--- config.mk ---
export PLATFORM = sky130hd
export DESIGN_NAME = lp_pwm_timer
export DESIGN_NICKNAME = d
export VERILOG_FILES = /design/src/rtl/lpt_pkg.sv /design/src/rtl/lpt_regfile.sv /design/src/rtl/lpt_prescaler.sv /design/src/rtl/lpt_core.sv /design/src/rtl/lp_pwm_timer.sv
export SDC_FILE = /design/constraint.sdc
export NUM_CORES = 1
export LEC_CHECK = 0
export CORE_ASPECT_RATIO = 0.75
export CORE_UTILIZATION = 59
export CTS_CLUSTER_SIZE = 20
export DETAILED_ROUTE_END_ITERATION = 7
export HOLD_SLACK_MARGIN = 0.02
export PLACE_DENSITY = 0.83
export RECOVER_POWER = 50
export SYNTH_ARGS = -nofsm -noshare
export SYNTH_HDL_FRONTEND = slang
export SYNTH_SLANG_ARGS = --single-unit
--- constraint.sdc ---
create_clock -name clk -period 2.6 [get_ports clk]
set_input_delay 0.52 -clock clk [delete_from_list [all_inputs] [get_ports clk]]
set_output_delay 0.52 -clock clk [all_outputs]
set_load 0.05 [all_outputs]
--- src/rtl/lpt_pkg.sv ---
package lpt_pkg;
  localparam logic [2:0] ADDR_CTRL   = 3'd0;
  localparam logic [2:0] ADDR_CFG    = 3'd1;
  localparam logic [2:0] ADDR_PERIOD = 3'd2;
  localparam logic [2:0] ADDR_CMP    = 3'd3;
  localparam logic [2:0] ADDR_STATUS = 3'd4;
  localparam logic [2:0] ADDR_CLEAR  = 3'd5;

  localparam int CTRL_EN_BIT    = 0;
  localparam int CTRL_START_BIT = 1;
  localparam int FLAG_PRD_BIT   = 0;
  localparam int FLAG_CMP_BIT   = 1;
endpackage

--- src/rtl/lpt_regfile.sv ---
module lpt_regfile
  import lpt_pkg::*;
#(
  parameter int DW   = 16,
  parameter int PW   = 3,
  parameter int SYNC = 2
) (
  input  logic          clk,
  input  logic          rst_n,
  input  logic          we,
  input  logic [2:0]    addr,
  input  logic [DW-1:0] wdata,
  output logic [DW-1:0] rdata,
  output logic          en_o,
  output logic          run_o,
  output logic [PW-1:0] psc_o,
  output logic          pol_o,
  output logic [DW-1:0] prd_o,
  output logic [DW-1:0] cmp_o
);
  logic            en_q, run_q, pol_q;
  logic [PW-1:0]   psc_q;
  logic [DW-1:0]   prd_q, cmp_q;
  logic [SYNC-1:0] prd_pipe, cmp_pipe;
  logic            prd_done, cmp_done;

  logic wr_ctrl, wr_cfg, wr_prd, wr_cmp, wr_clr;
  logic prd_set, cmp_set;

  assign wr_ctrl = we && (addr == ADDR_CTRL);
  assign wr_cfg  = we && (addr == ADDR_CFG) && !en_q;
  assign wr_prd  = we && (addr == ADDR_PERIOD) && en_q;
  assign wr_cmp  = we && (addr == ADDR_CMP) && en_q;
  assign wr_clr  = we && (addr == ADDR_CLEAR);
  assign prd_set = prd_pipe[SYNC-1];
  assign cmp_set = cmp_pipe[SYNC-1];

  always_ff @(posedge clk) begin
    if (!rst_n) begin
      en_q  <= 1'b0;
      run_q <= 1'b0;
    end else if (wr_ctrl) begin
      en_q  <= wdata[CTRL_EN_BIT];
      run_q <= wdata[CTRL_EN_BIT] & (run_q | (wdata[CTRL_START_BIT] & en_q));
    end
  end

  always_ff @(posedge clk) begin
    if (!rst_n) begin
      psc_q <= '0;
      pol_q <= 1'b0;
    end else if (wr_cfg) begin
      psc_q <= wdata[PW-1:0];
      pol_q <= wdata[PW];
    end
  end

  always_ff @(posedge clk) begin
    if (!rst_n) begin
      prd_q <= '0;
      cmp_q <= '0;
    end else begin
      if (wr_prd) prd_q <= wdata;
      if (wr_cmp) cmp_q <= wdata;
    end
  end

  always_ff @(posedge clk) begin
    if (!rst_n) begin
      prd_pipe <= '0;
      cmp_pipe <= '0;
      prd_done <= 1'b0;
      cmp_done <= 1'b0;
    end else begin
      prd_pipe <= (prd_pipe << 1) | SYNC'(wr_prd);
      cmp_pipe <= (cmp_pipe << 1) | SYNC'(wr_cmp);
      prd_done <= prd_set | (prd_done & ~(wr_clr & wdata[FLAG_PRD_BIT]));
      cmp_done <= cmp_set | (cmp_done & ~(wr_clr & wdata[FLAG_CMP_BIT]));
    end
  end

  always_comb begin
    rdata = '0;
    case (addr)
      ADDR_CTRL:   rdata = DW'({run_q, en_q});
      ADDR_CFG:    rdata = DW'({pol_q, psc_q});
      ADDR_PERIOD: rdata = prd_q;
      ADDR_CMP:    rdata = cmp_q;
      ADDR_STATUS: rdata = DW'({cmp_done, prd_done});
      default:     rdata = '0;
    endcase
  end

  assign en_o  = en_q;
  assign run_o = run_q;
  assign psc_o = psc_q;
  assign pol_o = pol_q;
  assign prd_o = prd_q;
  assign cmp_o = cmp_q;


  cfg_locked_chk: assert property (@(posedge clk) disable iff (!rst_n)
    (en_q && we && addr == ADDR_CFG) |=> ($stable(psc_q) && $stable(pol_q)));

  prd_locked_chk: assert property (@(posedge clk) disable iff (!rst_n)
    (!en_q && we && addr == ADDR_PERIOD) |=> $stable(prd_q));

  prd_flag_delay_chk: assert property (@(posedge clk) disable iff (!rst_n)
    prd_set |=> prd_done);

  cmp_flag_delay_chk: assert property (@(posedge clk) disable iff (!rst_n)
    cmp_set |=> cmp_done);

  cmp_flag_clear_chk: assert property (@(posedge clk) disable iff (!rst_n)
    (wr_clr && wdata[FLAG_CMP_BIT] && !cmp_set) |=> !cmp_done);

  run_needs_en_chk: assert property (@(posedge clk) disable iff (!rst_n)
    run_q |-> en_q);
endmodule

--- src/rtl/lpt_prescaler.sv ---
module lpt_prescaler #(
  parameter int PW = 3
) (
  input  logic          clk,
  input  logic          rst_n,
  input  logic          run_i,
  input  logic [PW-1:0] psc_i,
  output logic          tick_o
);
  localparam int PCW = (1 << PW) - 1;

  logic [PCW:0]   one_sh;
  logic [PCW-1:0] lim, pc_q;

  assign one_sh = {{PCW{1'b0}}, 1'b1} << psc_i;
  assign lim    = one_sh[PCW-1:0] - PCW'(1);
  assign tick_o = run_i && (pc_q == lim);

  always_ff @(posedge clk) begin
    if (!rst_n)        pc_q <= '0;
    else if (!run_i)   pc_q <= '0;
    else if (tick_o)   pc_q <= '0;
    else               pc_q <= pc_q + PCW'(1);
  end


  tick_spacing_chk: assert property (@(posedge clk) disable iff (!rst_n)
    (tick_o && psc_i != '0) |=> !tick_o);

  idle_no_tick_chk: assert property (@(posedge clk) disable iff (!rst_n)
    !run_i |-> !tick_o);
endmodule

--- src/rtl/lpt_core.sv ---
module lpt_core #(
  parameter int DW = 16
) (
  input  logic          clk,
  input  logic          rst_n,
  input  logic          run_i,
  input  logic          tick_i,
  input  logic          pol_i,
  input  logic [DW-1:0] prd_i,
  input  logic [DW-1:0] cmp_i,
  output logic          pwm_o
);
  logic [DW-1:0] cnt_q, prd_act, cmp_act;
  logic          wrap;

  assign wrap = tick_i && (cnt_q == prd_act);

  always_ff @(posedge clk) begin
    if (!rst_n) begin
      cnt_q   <= '0;
      prd_act <= '0;
      cmp_act <= '0;
    end else if (!run_i) begin
      cnt_q   <= '0;
      prd_act <= prd_i;
      cmp_act <= cmp_i;
    end else if (wrap) begin
      cnt_q   <= '0;
      prd_act <= prd_i;
      cmp_act <= cmp_i;
    end else if (tick_i) begin
      cnt_q   <= cnt_q + DW'(1);
    end
  end

  assign pwm_o = pol_i ^ (run_i && (cnt_q > cmp_act));


  cnt_bound_chk: assert property (@(posedge clk) disable iff (!rst_n)
    run_i |-> (cnt_q <= prd_act));

  cnt_idle_chk: assert property (@(posedge clk) disable iff (!rst_n)
    !run_i |=> (cnt_q == '0));

  act_hold_chk: assert property (@(posedge clk) disable iff (!rst_n)
    (run_i && $past(run_i) && !$past(wrap)) |-> ($stable(prd_act) && $stable(cmp_act)));
endmodule

--- src/rtl/lp_pwm_timer.sv ---
module lp_pwm_timer #(
  parameter int DW   = 16,
  parameter int PW   = 3,
  parameter int SYNC = 2
) (
  input  logic          clk,
  input  logic          rst_n,
  input  logic          bus_we,
  input  logic [2:0]    bus_addr,
  input  logic [DW-1:0] bus_wdata,
  output logic [DW-1:0] bus_rdata,
  output logic          pwm_out
);
  logic          en, run, pol, tick;
  logic [PW-1:0] psc;
  logic [DW-1:0] prd, cmp;

  lpt_regfile #(.DW(DW), .PW(PW), .SYNC(SYNC)) u_regs (
    .clk(clk), .rst_n(rst_n), .we(bus_we), .addr(bus_addr), .wdata(bus_wdata),
    .rdata(bus_rdata), .en_o(en), .run_o(run), .psc_o(psc), .pol_o(pol),
    .prd_o(prd), .cmp_o(cmp)
  );

  lpt_prescaler #(.PW(PW)) u_psc (
    .clk(clk), .rst_n(rst_n), .run_i(run), .psc_i(psc), .tick_o(tick)
  );

  lpt_core #(.DW(DW)) u_core (
    .clk(clk), .rst_n(rst_n), .run_i(run), .tick_i(tick), .pol_i(pol),
    .prd_i(prd), .cmp_i(cmp), .pwm_o(pwm_out)
  );


  disabled_level_chk: assert property (@(posedge clk) disable iff (!rst_n)
    !en |-> (pwm_out == pol));
endmodule

# Word level (Yosys, flattened, before mapping)
# Index checks and enable logic that the tools add are counted.
[op_classes] bitwise_logic=16 mux=5 shift=1 reduce_logical=15 add_sub_neg=3 eq_ne=8 n_lt_le_gt_ge=1
[ops] operator="16-bit one-hot mux with 5 select lines" n=1
[ops] operator="16-bit two-way mux" n=4
[ops] operator="16-bit by 1-bit adder with 16-bit output (second input constant)" n=1
[ops] operator="16-bit equality test" n=1
[ops] operator="16-bit greater-than comparator" n=1
[ops] operator="1-bit logical AND" n=11
[ops] operator="7-bit by 1-bit adder with 7-bit output (second input constant)" n=1
[ops] operator="7-bit equality test" n=1
[ops] operator="1-bit by 3-bit left shift with 7-bit output (first input constant)" n=1
[ops] operator="7-bit by 1-bit subtractor with 7-bit output (second input constant)" n=1
[ops] operator="1-bit bitwise AND" n=6
[ops] operator="3-bit by 2-bit equality test with 1-bit output (second input constant)" n=2
[ops] operator="3-bit equality test (second input constant)" n=2
[ops] operator="3-bit OR reduction" n=2
[ops] operator="1-bit inverter" n=4
[ops] operator="2-bit by 1-bit bitwise OR with 2-bit output" n=2
[ops] operator="3-bit by 1-bit equality test with 1-bit output (second input constant)" n=1
[ops] operator="3-bit logical NOT" n=1
[ops] operator="1-bit bitwise OR" n=3
[ops] operator="2-bit by 1-bit inequality test with 1-bit output (second input constant)" n=1
[ops] operator="1-bit logical NOT" n=1
[ops] operator="1-bit bitwise XOR" n=1
[word_totals] reg_bits=99 word_cells=63 out_inout_bits=17 in_bits=22

# Logic depth before layout (Yosys ltp)
[depth] ltp_word=7 mapped_depth=9 depth_no_buf=8

# Hierarchy
# From an unflattened synthesis, not the netlist that was laid out.
[unflattened] hier_cells=657 area_unflattened_um2=5750.5
[by_module_without_submodules] module="lpt_core" area_per_inst_um2=3270.6 cells_per_inst=389 seq_area_each_um2=960.9 instances=1
[by_module_without_submodules] module="lpt_regfile" area_per_inst_um2=1988.2 cells_per_inst=213 seq_area_each_um2=880.8 instances=1
[by_module_without_submodules] module="lpt_prescaler" area_per_inst_um2=491.7 cells_per_inst=55 seq_area_each_um2=140.1 instances=1

# Worst setup path after synthesis
# No wires, ideal clock.
[synth_timing] kind="in2out" startpoint="in bus_addr[0]" endpoint="out bus_rdata[0]" stages=3 path_slack_ns=-0.298 t_arrival_ns=2.378 n_path_buf=2 cell_sequence="clkbuf_1 -> clkbuf_1 -> o32ai_1"
[synth_between] elab_chain_cells=2 word_cells_on_any_way=6 cone_classes="eq/ne: 4; mux: 1; reduce/logical: 1"
[synth_rtl] item="start: declaration" line_no="lp_pwm_timer.sv:9" source="input logic [2:0] bus_addr,"
[synth_rtl] item="3-bit equality test, or another cell as far along" line_no="lpt_regfile.sv:84" source="case (addr)"
[synth_rtl] item="16-bit one-hot mux with 5 select lines *" line_no="lpt_regfile.sv:84"
[synth_rtl] item="end: declaration" line_no="lp_pwm_timer.sv:11" source="output logic [DW-1:0] bus_rdata,"
# Mark *: on every way between the ends. The rest lies on a longest branch, timed or not.

# Worst setup path after layout
[layout_timing] startpoint="reg u_core.cnt_q[15]" endpoint="out pwm_out"
[layout_between] elab_chain_cells=3
[layout_rtl] item="start: declaration" line_no="lpt_core.sv:13" source="logic [DW-1:0] cnt_q, prd_act, cmp_act;"
[layout_rtl] item="start signal: assignment" line_no="lpt_core.sv:32" source="cnt_q <= cnt_q + DW'(1);"
[layout_rtl] item="16-bit greater-than comparator" line_no="lpt_core.sv:36" source="assign pwm_o = pol_i ^ (run_i && (cnt_q > cmp_act));"
[layout_rtl] item="1-bit logical AND" line_no="lpt_core.sv:36"
[layout_rtl] item="1-bit bitwise XOR" line_no="lpt_core.sv:36"
[layout_rtl] item="end: declaration" line_no="lp_pwm_timer.sv:12" source="output logic pwm_out"
# No other way between the ends.

==> run_results.csv <==
group,metric,value,unit
run_status,outcome,"finished with violations",
run_status,violations,"setup timing",
finish,fin_nets,753,
synth,synth-main-ff-cell,"dfxtp_1",
worst_setup_path,end_kind,"output pin",
clocking,cts_buffers,9,
timing,final.period_utilization,1.06,
synth,ys_types,53,
finish,drive_gt1_frac,0.143,
power,p_comb_frac,0.064,
finish,num_antenna_cells,0,
power,power_frac_seq,0.486,
timing,maxSlewViolCount,0,
grt,grt_antenna_before_repair,0,
synth,synth_area,0.00558,mm2
routing,drt_iter0_drc,397,
clocking,cts_max_level,3,
routing,via_per_inst,6.33,
place,placement.io_buffers,38,
floorplan,die_area,0.00985,mm2
floorplan,num_rows,30,
clocking,clk_pin_slew_worst_paths,0.07,ns
grt,grt_pass1_wl,23400,um
timing,fmax,364,MHz
clocking,ctsHoldBuffers,0,
finish,area_growth,20.3,%
power,p_clk_frac,0.450,
floorplan,die_x,114,um
place,globalplace.congestion,0.905,
routing,drc,0,
floorplan,start_util,0.611,
timing,setup_ws,-0.148,ns
synth,synthTopCellsByArea,"dfxtp_1, nand2_1, o211ai_1",
worst_setup_path,crit_fanout,4,
clocking,cts_tree,"built",
power,power.density,467,mW/mm2
routing,avgRoutedWirePerCell,17.0,um
grt,gr-total-overflow,0,
place,dp_hpwl,9320,um
flow_run,max_cap_violations,0,
clocking,cts-root-buf,"clkbuf_16",
worst_setup_path,cp_data_required_time,2.08,ns
power,power,3.13,mW
routing,via_count,5357,
timing,relSlewSlack,0.254,
synth,synth_edf_count,0,
synth,synthDominantCellAreaShare,0.355,
timing,rsz0062_at_grt,"yes",
worst_setup_path,worstSetupPathType,"reg2out",
grt,grt_use_total,0.298,
finish,post-route-util,0.736,
timing,finalHoldViolations,0,
synth,ys_seq_elements,99,
synth,syn_area_per_cell,7.97,um2
synth,yosysWarnings,0,
clocking,cts.path.max_buffers,2,
worst_setup_path,worstPathArrival,2.23,ns
synth,yosysTopAreaCell,"dfxtp_1",
clocking,cts_sinks,99,
timing,skew,0.0101,ns
timing,finalSetupTns,-0.271,ns
power,leakagePower,2.42,nW
place,place_area,0.00626,mm2
min_path,hold_path.class,"reg2reg",
power,p_sw,701,uW
timing,fin_crit,2.75,ns
timing,tightest_slew,1.12,ns
finish,design_area,0.00671,mm2
power,swShare,0.224,
timing,hold_ws,0.438,ns
routing,dr.pass1.iters,5,
finish,fillers,671,
finish,final_cell_mix,"nand2_1, dfxtp_1, nand3_1",
routing,drtAntennaViolNets,0,
timing,finalSetupViolations,5,
synth,synthCells,700,
power,ir_drop,0.380,mV
clocking,worstSkewPairLatency,0.35,ns
routing,wirelength,14400,um
synth,ys_seq_area_frac,0.355,
synth,syn_nets,740,
floorplan,dieHeight,86.2,um
synth,async_flop_share,0,
floorplan,io_pins,39,
grt,grt_max_degree,95,
grt,grt_pass1_vias,4979,
power,p_int,2.43,mW
floorplan,coreArea,0.00912,mm2
worst_setup_path,cp-start-kind,"flip-flop",
finish,mostFrequentLayoutCell,"nand2_1",
final timing paths:
| check | from | endpoint | slack [ns] | depth (start not counted) |
|---|---|---|---|---|
| hold / removal | u_regs.prd_pipe[0] | u_regs.prd_pipe[1] | 0.44 | 1 |
| setup reg to reg | u_regs.psc_o[2] | u_core.cnt_q[10] | -0.01 | 6 |
| hold reg to reg | u_regs.prd_pipe[0] | u_regs.prd_pipe[1] | 0.44 | 1 |
| setup / recovery | u_core.cnt_q[15] | pwm_out | -0.15 | 9 |
cell families (layout without fill, tap and decap cells):
| family | Yosys count | count (layout) | synth area share |
|---|---|---|---|
| compound gates | 161 | 161 | 0.210 |
| simple gates | 294 | 294 | 0.254 |
| flops | 99 | 99 | 0.355 |
| buf+inv | 82 | 100 | 0.0599 |
| fa+ha+maj | 18 | 18 | 0.0404 |
| mux | 23 | 23 | 0.0440 |
| xor+xnor | 23 | 23 | 0.0361 |
area by class of cell:
cell class              instances  area, um2  area share
well taps                     128        160      0.0239
clock buffers                  11        233      0.0347
repair buffers                 63        736       0.110
flip-flops and latches         99       2000       0.299
multi-input cells             519       3420       0.510
clock inverters                 5       77.6      0.0116
inverters                      21       78.8      0.0117
what timing repair did:
item                                    CTS  global route
cloned                                    0             0
setup buffers                             1             1
endpoints found under the setup margin    1             5
pin swaps                                11             9
resized for setup                        17            24
registers in the layout, summed over array words and instances, names as in the netlist:
register         count
u_core.cmp_act      16
u_core.cnt_q        16
u_core.prd_act      16
u_regs.cmp_o        16
u_regs.prd_o        16
u_psc.pc_q           7
u_regs.psc_o         3
u_regs.cmp_pipe      2
u_regs.prd_pipe      2
u_regs.cmp_done      1
u_regs.en_o          1
u_regs.pol_o         1
u_regs.prd_done      1
u_regs.run_o         1
routing by layer:
layer / routed length (um) / global-route usage / vias up
met5: 0 / 0 / -
met4: 433 / 0.123 / 0
met3: 848 / 0.0587 / 37
met2: 7030 / 0.517 / 218
met1: 6060 / 0.363 / 2557
li1: - / - / 2545
worst max-delay path, cell delays in order, from the launching register on:
cell,delay [ns]
dfxtp_2,0.36
ha_4,0.29
nand2_4,0.05
nor2_4,0.10
nand4_1,0.21
o31a_1,0.36
o21ai_1,0.08
buf_4,0.16
xnor2_4,0.12
buf_12,0.15
Yosys cell counts (2+ instances only):
library cell	instances
nand2_1	124
dfxtp_1	99
clkbuf_1	43
nand3_1	41
o211ai_1	38
and3_1	37
nor2_1	34
a32oi_1	32
a21boi_0	31
a21oi_1	24
inv_1	21
mux2i_1	20
ha_1	18
xor2_1	18
buf_2	15
nor2b_1	10
o21ai_0	10
or3_1	8
and2_1	7
nand4_1	7
nor3_1	7
nor4_1	5
xnor2_1	5
o22ai_1	4
o41ai_1	4
a22oi_1	3
nand2b_1	3
buf_1	2
mux2_2	2
nor4b_1	2
o31ai_1	2
or4_1	2
or4b_1	2
power by group through the flow:
| stage | combinational (mW) | sequential [mW] | clock [mW] |
|---|---|---|---|
| 5_1_grt | 0.219 | 1.52 | 1.49 |
| 3_3_place_gp | 0.194 | 1.56 | 0 |
| 2_1_floorplan | 0.132 | 1.56 | 0 |
| 3_5_place_dp | 0.198 | 1.56 | 0 |
| 4_1_cts | 0.200 | 1.52 | 1.42 |
| 6_report | 0.202 | 1.52 | 1.41 |
metrics by stage:
step                      std cells  worst slack [ns]
after floorplan                 700            0.0929
after global placement          828            0.0527
after detailed placement        828          -0.00851
after CTS                       845            -0.112
after global routing            846            -0.231
final                           846            -0.148
Power figures use the tool's default switching activity.
